File: config.mk
export PLATFORM = sky130hd
export DESIGN_NAME = unaligned_rd_extract
export DESIGN_NICKNAME = d
export VERILOG_FILES = /design/src/rtl/unaligned_rd_extract.sv
export SDC_FILE = /design/constraint.sdc
export NUM_CORES = 1
export LEC_CHECK = 0
export BUFFER_PORTS_ARGS = -buffer_cell sky130_fd_sc_hd__buf_4
export CAP_MARGIN = 20
export CORE_MARGIN = 1.5
export CORE_UTILIZATION = 43
export DETAILED_ROUTE_END_ITERATION = 10
export PLACE_DENSITY = 0.95
export SLEW_MARGIN = 20
export SYNTH_ARGS = -nofsm -noshare
export SYNTH_HDL_FRONTEND = slang
export SYNTH_SLANG_ARGS = --single-unit
File: constraint.sdc
create_clock -name clk -period 3.6 [get_ports clk]
set_input_delay 0.54 -clock clk [delete_from_list [all_inputs] [get_ports clk]]
set_output_delay 0.54 -clock clk [all_outputs]
set_load 0.05 [all_outputs]
File: src/rtl/unaligned_rd_extract.sv
module unaligned_rd_extract #(
  parameter int ADDR_W = 16,
  parameter int LEN_W  = 8
) (
  input  logic              clk,
  input  logic              rst_n,
  input  logic              cfg_valid,
  input  logic [ADDR_W-1:0] cfg_addr,
  input  logic [1:0]        cfg_size,
  input  logic [LEN_W-1:0]  cfg_len,
  input  logic              in_valid,
  output logic              in_ready,
  input  logic [31:0]       in_data,
  output logic              out_valid,
  input  logic              out_ready,
  output logic [31:0]       out_data,
  output logic [3:0]        out_keep,
  output logic              out_last
);
  localparam int LANES = 4;

  logic              busy;
  logic [ADDR_W-1:0] addr_q;
  logic [1:0]        size_q;
  logic [LEN_W-1:0]  len_q, cnt_q;

  wire [1:0]        sz_in  = (cfg_size == 2'd3) ? 2'd2 : cfg_size;
  wire [2:0]        nbytes = 3'd1 << size_q;
  wire [ADDR_W-1:0] amask  = {{(ADDR_W-3){1'b0}}, nbytes - 3'd1};
  wire [ADDR_W-1:0] base   = addr_q & ~amask;
  wire [2:0]        lo     = {1'b0, addr_q[1:0]};
  wire [2:0]        hi     = {1'b0, base[1:0]} + nbytes - 3'd1;
  wire              xfer   = busy && in_valid && out_ready;

  assign in_ready  = busy && out_ready;
  assign out_valid = busy && in_valid;
  assign out_last  = busy && (cnt_q == len_q);

  for (genvar i = 0; i < LANES; i++) begin : g_lane
    assign out_keep[i]       = (3'(i) >= lo) && (3'(i) <= hi);
    assign out_data[8*i +: 8] = out_keep[i] ? in_data[8*i +: 8] : 8'h00;
  end

  always_ff @(posedge clk) begin
    if (!rst_n) begin
      busy   <= 1'b0;
      addr_q <= '0;
      size_q <= '0;
      len_q  <= '0;
      cnt_q  <= '0;
    end else if (!busy) begin
      if (cfg_valid) begin
        busy   <= 1'b1;
        addr_q <= cfg_addr;
        size_q <= sz_in;
        len_q  <= cfg_len;
        cnt_q  <= '0;
      end
    end else if (xfer) begin
      if (out_last) busy <= 1'b0;
      else begin
        cnt_q  <= cnt_q + 1'b1;
        addr_q <= base + ADDR_W'(nbytes);
      end
    end
  end

  a_r3_first_word_offset: assert property (@(posedge clk) disable iff (!rst_n)
    (out_valid && cnt_q == '0 && size_q == 2'd2) |-> out_keep == (4'hF << addr_q[1:0]));
  a_r4_later_word_full: assert property (@(posedge clk) disable iff (!rst_n)
    (out_valid && cnt_q != '0 && size_q == 2'd2) |-> out_keep == 4'hF);
  a_r5_keep_within_size: assert property (@(posedge clk) disable iff (!rst_n)
    out_valid |-> (out_keep != 4'h0 && $countones(out_keep) <= int'(nbytes)));
  a_r7_idle_after_last: assert property (@(posedge clk) disable iff (!rst_n)
    (xfer && out_last) |=> (!out_valid && !in_ready));
  a_r8_ready_needs_consumer: assert property (@(posedge clk) disable iff (!rst_n)
    in_ready |-> out_ready);
  a_r9_cfg_ignored_busy: assert property (@(posedge clk) disable iff (!rst_n)
    (busy && cfg_valid && !(xfer && out_last)) |=> ($stable(len_q) && $stable(size_q) && busy));
endmodule

=== Yosys cells after proc, flatten, opt, wreduce, memory -nomap -nowiden ===
Cells that the tools add are included.

* Input bits: 63
* Memories kept: 0
* RAM bits: 0
* Memory bits (read-only): 0
* Output and inout bits: 39
* Latch bits: 0
* Register bits: 35

* Shifts and indexed selects: 1
* Multiply operators: 0
* Bitwise gates (word level): 3
* Magnitude comparators: 8
* Eq/ne operators: 4
* $add $sub $neg: 5
* Divide/modulo/power cells: 0
* Reductions and logical operators: 11
* Muxes and demuxes: 17

{| class="wikitable"
|+ Operators with widths
! cell !! count
|-
| 2-to-1 mux 16 bit || 4
|-
| 2-to-1 mux 8 bit || 8
|-
| adder 16 x 3 -> 16 bit || 1
|-
| bitwise AND 16 bit || 1
|-
| NOT 3 -> 16 bit || 1
|-
| adder 8 x 1 -> 8 bit, second input constant || 1
|-
| equality test 8 bit || 1
|-
| logical AND 1 bit || 8
|-
| less-or-equal comparator 1 x 3 -> 1 bit, first input constant || 2
|-
| less-or-equal comparator 2 x 3 -> 1 bit, first input constant || 2
|-
| subtractor 3 x 1 -> 3 bit, second input constant || 2
|-
| greater-or-equal comparator 1 x 2 -> 1 bit, first input constant || 2
|-
| greater-or-equal comparator 2 bit, first input constant || 2
|-
| 2-to-1 mux 1 bit || 4
|-
| adder 2 x 3 -> 3 bit || 1
|-
| AND reduction 3 bit || 1
|-
| << shifter 1 x 2 -> 3 bit, first input constant || 1
|-
| equality test 2 bit, second input constant || 1
|-
| 2-to-1 mux 2 bit || 1
|-
| inequality test 2 x 1 -> 1 bit, second input constant || 1
|-
| inequality test 2 bit, second input constant || 1
|-
| AND reduction 2 bit || 1
|-
| nonzero test 2 bit || 1
|-
| NOT 1 bit || 1
|}

=== Depth between registers and ports, before layout ===
* Depth after elaboration: 9
* Depth in mapped cells: 8
* Gate-level depth less buffers: 7

=== Least setup slack after synthesis ===
No wires, ideal clock.

* Path kind: reg2out
* From: register addr_q[1]
* To: output out_data[10]
* Arrival: 2.637 ns
* Slack: 0.423 ns
* Data required time: 3.060 ns
* Cell stages (with the launch flop): 8
* Path through: dfxtp_1 -> buf_2 -> xor2_1 -> nand2b_1 -> ha_1 -> inv_1 -> a31oi_1 -> and2_1

* Word-level cells in the longest chain between the ends: 6
* Elaborated cells between the ends (all ways): 7
* Those cells by class: add/sub: 2; order compare: 2; mux: 1; bitwise: 1; reduce/logical: 1

{| class="wikitable"
|+ RTL lines
! element !! line !! source
|-
| from (decl) || 23 || <nowiki>logic [ADDR_W-1:0] addr_q;</nowiki>
|-
| from (signal assigned) || 54 || <nowiki>addr_q <= cfg_addr;</nowiki>
|-
| from (signal assigned) || 63 || <nowiki>addr_q <= base + ADDR_W'(nbytes);</nowiki>
|-
| bitwise AND 16 bit || 30 || <nowiki>wire [ADDR_W-1:0] base = addr_q & ~amask;</nowiki>
|-
| adder 2 x 3 -> 3 bit || 32 || <nowiki>wire [2:0] hi = {1'b0, base[1:0]} + nbytes - 3'd1;</nowiki>
|-
| subtractor 3 x 1 -> 3 bit || 32 ||
|-
| less-or-equal comparator 1 x 3 -> 1 bit || 40 || <nowiki>assign out_keep[i] = (3'(i) >= lo) && (3'(i) <= hi);</nowiki>
|-
| logical AND 1 bit (*) || 40 ||
|-
| net out_keep[1] || 17 || <nowiki>output logic [3:0] out_keep,</nowiki>
|-
| 2-to-1 mux 8 bit (*) || 41 || <nowiki>assign out_data[8*i +: 8] = out_keep[i] ? in_data[8*i +: 8] : 8'h00;</nowiki>
|-
| to (decl) || 16 || <nowiki>output logic [31:0] out_data,</nowiki>
|}

Mark *: on every way through the listed nets, which the timed path passes. The rest lies on a longest branch.

=== Worst setup path in the final report ===
* From: register addr_q[1]
* To: output out_data[30]

* Word-level cells in the longest chain between the ends: 6
* Elaborated cells between the ends (all ways): 7
* Those cells by class: add/sub: 2; order compare: 2; mux: 1; bitwise: 1; reduce/logical: 1

{| class="wikitable"
|+ RTL lines
! element !! line
|-
| bitwise AND 16 bit || 30
|-
| adder 2 x 3 -> 3 bit || 32
|-
| subtractor 3 x 1 -> 3 bit || 32
|-
| less-or-equal comparator 2 x 3 -> 1 bit || 40
|-
| logical AND 1 bit (*) || 40
|-
| 2-to-1 mux 8 bit (*) || 41
|}

Every way passes the cells marked *; elsewhere a longest branch is shown, timed or not.

==> impl_metrics.tcl <==
set metrics [dict create \
    grt_util_all_layers_pct 20.0 \
    slew_headroom_pct 51.5 \
    clkLatencyLatePin_ps 310 \
    cts.sinks 21 \
    post-synth-top-area-fraction_pct 31.3 \
    synth_edf_count 0 \
    finalPower_mw 0.928 \
    post-route-drc-count 0 \
    regToRegSetupSlack_ps 1700 \
    stdcell_count 289 \
    end_kind "output port" \
    synth_warnings 0 \
    worstSetupStartpointType "flip-flop" \
    final-setup-viol-count 0 \
    core_sq_um 3000 \
    vias_per_cell 5.00 \
    crit_required_ps 3060 \
    vias 1444 \
    synth-main-ff-cell "dfxtp_1" \
    cts_buffer_depth 2 \
    finClkSkew_ps 2.26 \
    maxCapViolations 0 \
    io_buffers 87 \
    dp.cells 285 \
    synth_common_cells "37 x and2_1, 24 x nand2_1, 21 x dfxtp_1, 10 x a21boi_0, 10 x o21ai_0" \
    min_path_type "input port to flip-flop" \
    totalNegativeSetupSlack_ps 0 \
    cts_htree_levels 1 \
    postCtsResizedCells 0 \
    io_pins 102 \
    worst-setup-path-type "flip-flop to output port" \
    timing.hold.worst_path_depth 3 \
    fillers 281 \
    synth_top_area_cell "dfxtp_1" \
    rows 20 \
    ff2ff_path_depth 5 \
    crit_arrival_ps 2470 \
    place_hpwl_mm 2.81 \
    path_max_fanout 9 \
    whs_endpoint "len_q[5]" \
    crit-reg2reg-launch "cnt_q[0]" \
    syn_area_per_cell_sq_um 7.85 \
    yosysSeqAreaShare_pct 31.3 \
    seq_power_share_pct 27.7 \
    drive_gt1_share_pct 38.7 \
    finalNetCount 322 \
    cts_tree "yes" \
    worst_pin_slew_ps 727 \
    area_delta_synth_final_pct 51.6 \
    drtPass1Iterations 4 \
    peakVddDrop_mv 0.234 \
    multi_input_comb_area_sq_um 878 \
    grt_pass1_vias 1220 \
    netSwitchingPower_mw 0.460 \
    synthMostInstantiatedCell "and2_1" \
    die_w_microns 58.9 \
    cell_internal_pwr_mw 0.468 \
    netlist_top_cells_area "dfxtp_1 31%, and2_1 17%, nand2_1 6.7%, a21boi_0 5.6%, xnor2_1 5.2%" \
    hold_violations 0 \
    root_buffer "clkbuf_4" \
    fin_util_pct 67.8 \
    grt_pass1_wl_mm 5.35 \
    grt_max_degree 20 \
    die-area_sq_um 3470 \
    synth_nets 236 \
    place_congestion 0.840 \
    grt_overflow 0 \
    synth_seq_cells 21 \
    seq_area_sq_um 420 \
    setup_ws_ps 594 \
    synthArstFlopShare_pct 0 \
    path_clk_slew_ps 120 \
    fin_crit_ps 3010 \
    netlist_area_sq_um 1340 \
    hold_ws_ps 470 \
    max_freq_ghz 0.333 \
    die_h_microns 58.9 \
    reg2reg_to "cnt_q[3]" \
    status "complete, no violations" \
    power.clock.fraction_pct 12.5 \
    antenna_cells 0 \
    syn_inst 171 \
    final_area_sq_um 2040 \
    cts_setup_buffers 0 \
    cts_made_buffers 3 \
    antenna_found_initial 0 \
    slew_violations 0 \
    dp_slack_ps 952 \
    post-route-period-util_pct 83.5 \
    rsz0062_at_grt "no" \
    drt_wl_total_mm 3.54 \
    power.density_nw_per_um2 456 \
    routedWlPerCell_microns 12.2 \
    power_leakage_nw 0.899 \
    initial_core_util_pct 44.7 \
    drtIter0Drc 37 \
    cts_hold_buf 0 \
    yosysUniqueCellTypes 29 \
    combinationalPowerShare_pct 59.8 \
    hp-start "cfg_len[5]" \
    p_sw_share_pct 49.6 \
    ant_nets 0 \
    placed_area_sq_um 2010 \
]
critical path: stages, from the launching register on:
cell and delay (ps):
dfxtp_1 540, xor2_1 180, nand2b_1 70, ha_1 240
or3_1 370, a21oi_1 250, a21oi_2 120, and2_1 200
buf_4 180
cell type report:
class / instances / area share (%)
clock inverters: 1 / 0.246
flip-flops and latches: 21 / 20.7
well taps: 33 / 2.03
clock buffers: 3 / 1.11
multi-input cells: 141 / 43.1
inverters: 2 / 0.369
repair buffers: 88 / 32.5
registers in the layout (all words and copies together), names as in the netlist:
register,count
len_q,8
addr_q,2
size_q,2
cnt_q,8
busy,1
power by group through the flow:
| stage | clock (mW) | combinational, mW | sequential, mW |
|---|---|---|---|
| after floorplan | 0 | 0.388 | 0.255 |
| after global placement | 0 | 0.547 | 0.262 |
| after detailed placement | 0 | 0.555 | 0.262 |
| after CTS | 0.119 | 0.556 | 0.257 |
| after global routing | 0.130 | 0.583 | 0.260 |
| final | 0.116 | 0.555 | 0.257 |
metal layers:
| metal | routed length, microns | vias to the layer above | share of wire, % | global-route usage [%] |
|---|---|---|---|---|
| met5 | 0 | - | 0 | 0 |
| met4 | 43 | 0 | 1.2 | 7.79 |
| met3 | 157 | 5 | 4.4 | 3.52 |
| met2 | 1840 | 43 | 52 | 34.0 |
| met1 | 1500 | 642 | 42 | 25.0 |
| li1 | - | 754 | - | - |
how the worst max path moves through the flow:
stage | start | to | slack (ps)
after detailed placement | addr_q[1] | out_data[20] | 950
after floorplan | addr_q[1] | out_data[10] | 420
after CTS | addr_q[1] | out_data[20] | 590
after global routing | addr_q[1] | out_data[19] | 380
final | addr_q[1] | out_data[30] | 590
after global placement | addr_q[1] | out_data[26] | 990
cell usage in the layout, fill, tap and decap left out, types with 4 or more instances in the layout:
cell type,n
a21boi_0,10
dfxtp_1,21
nand3_1,6
or3_1,7
o21ai_0,10
xnor2_1,8
buf_4,88
and2_1,37
a21oi_1,8
nand2_1,24
nor3_1,4
cell families (layout without fill, tap and decap cells):
| kind of cell | after synthesis | in the layout | synth area share [%] |
|---|---|---|---|
| AOI/OAI and AO/OA | 35 | 35 | 18.1 |
| xor gates and xnor gates | 11 | 11 | 7.18 |
| adders and majority gates | 2 | 2 | 1.86 |
| buffers and inverters | 9 | 94 | 3.26 |
| DFF | 21 | 21 | 31.3 |
| muxes | 1 | 1 | 0.839 |
| and+or+nand+nor | 92 | 92 | 37.5 |
Note: power is estimated with default switching activity, not from simulation.
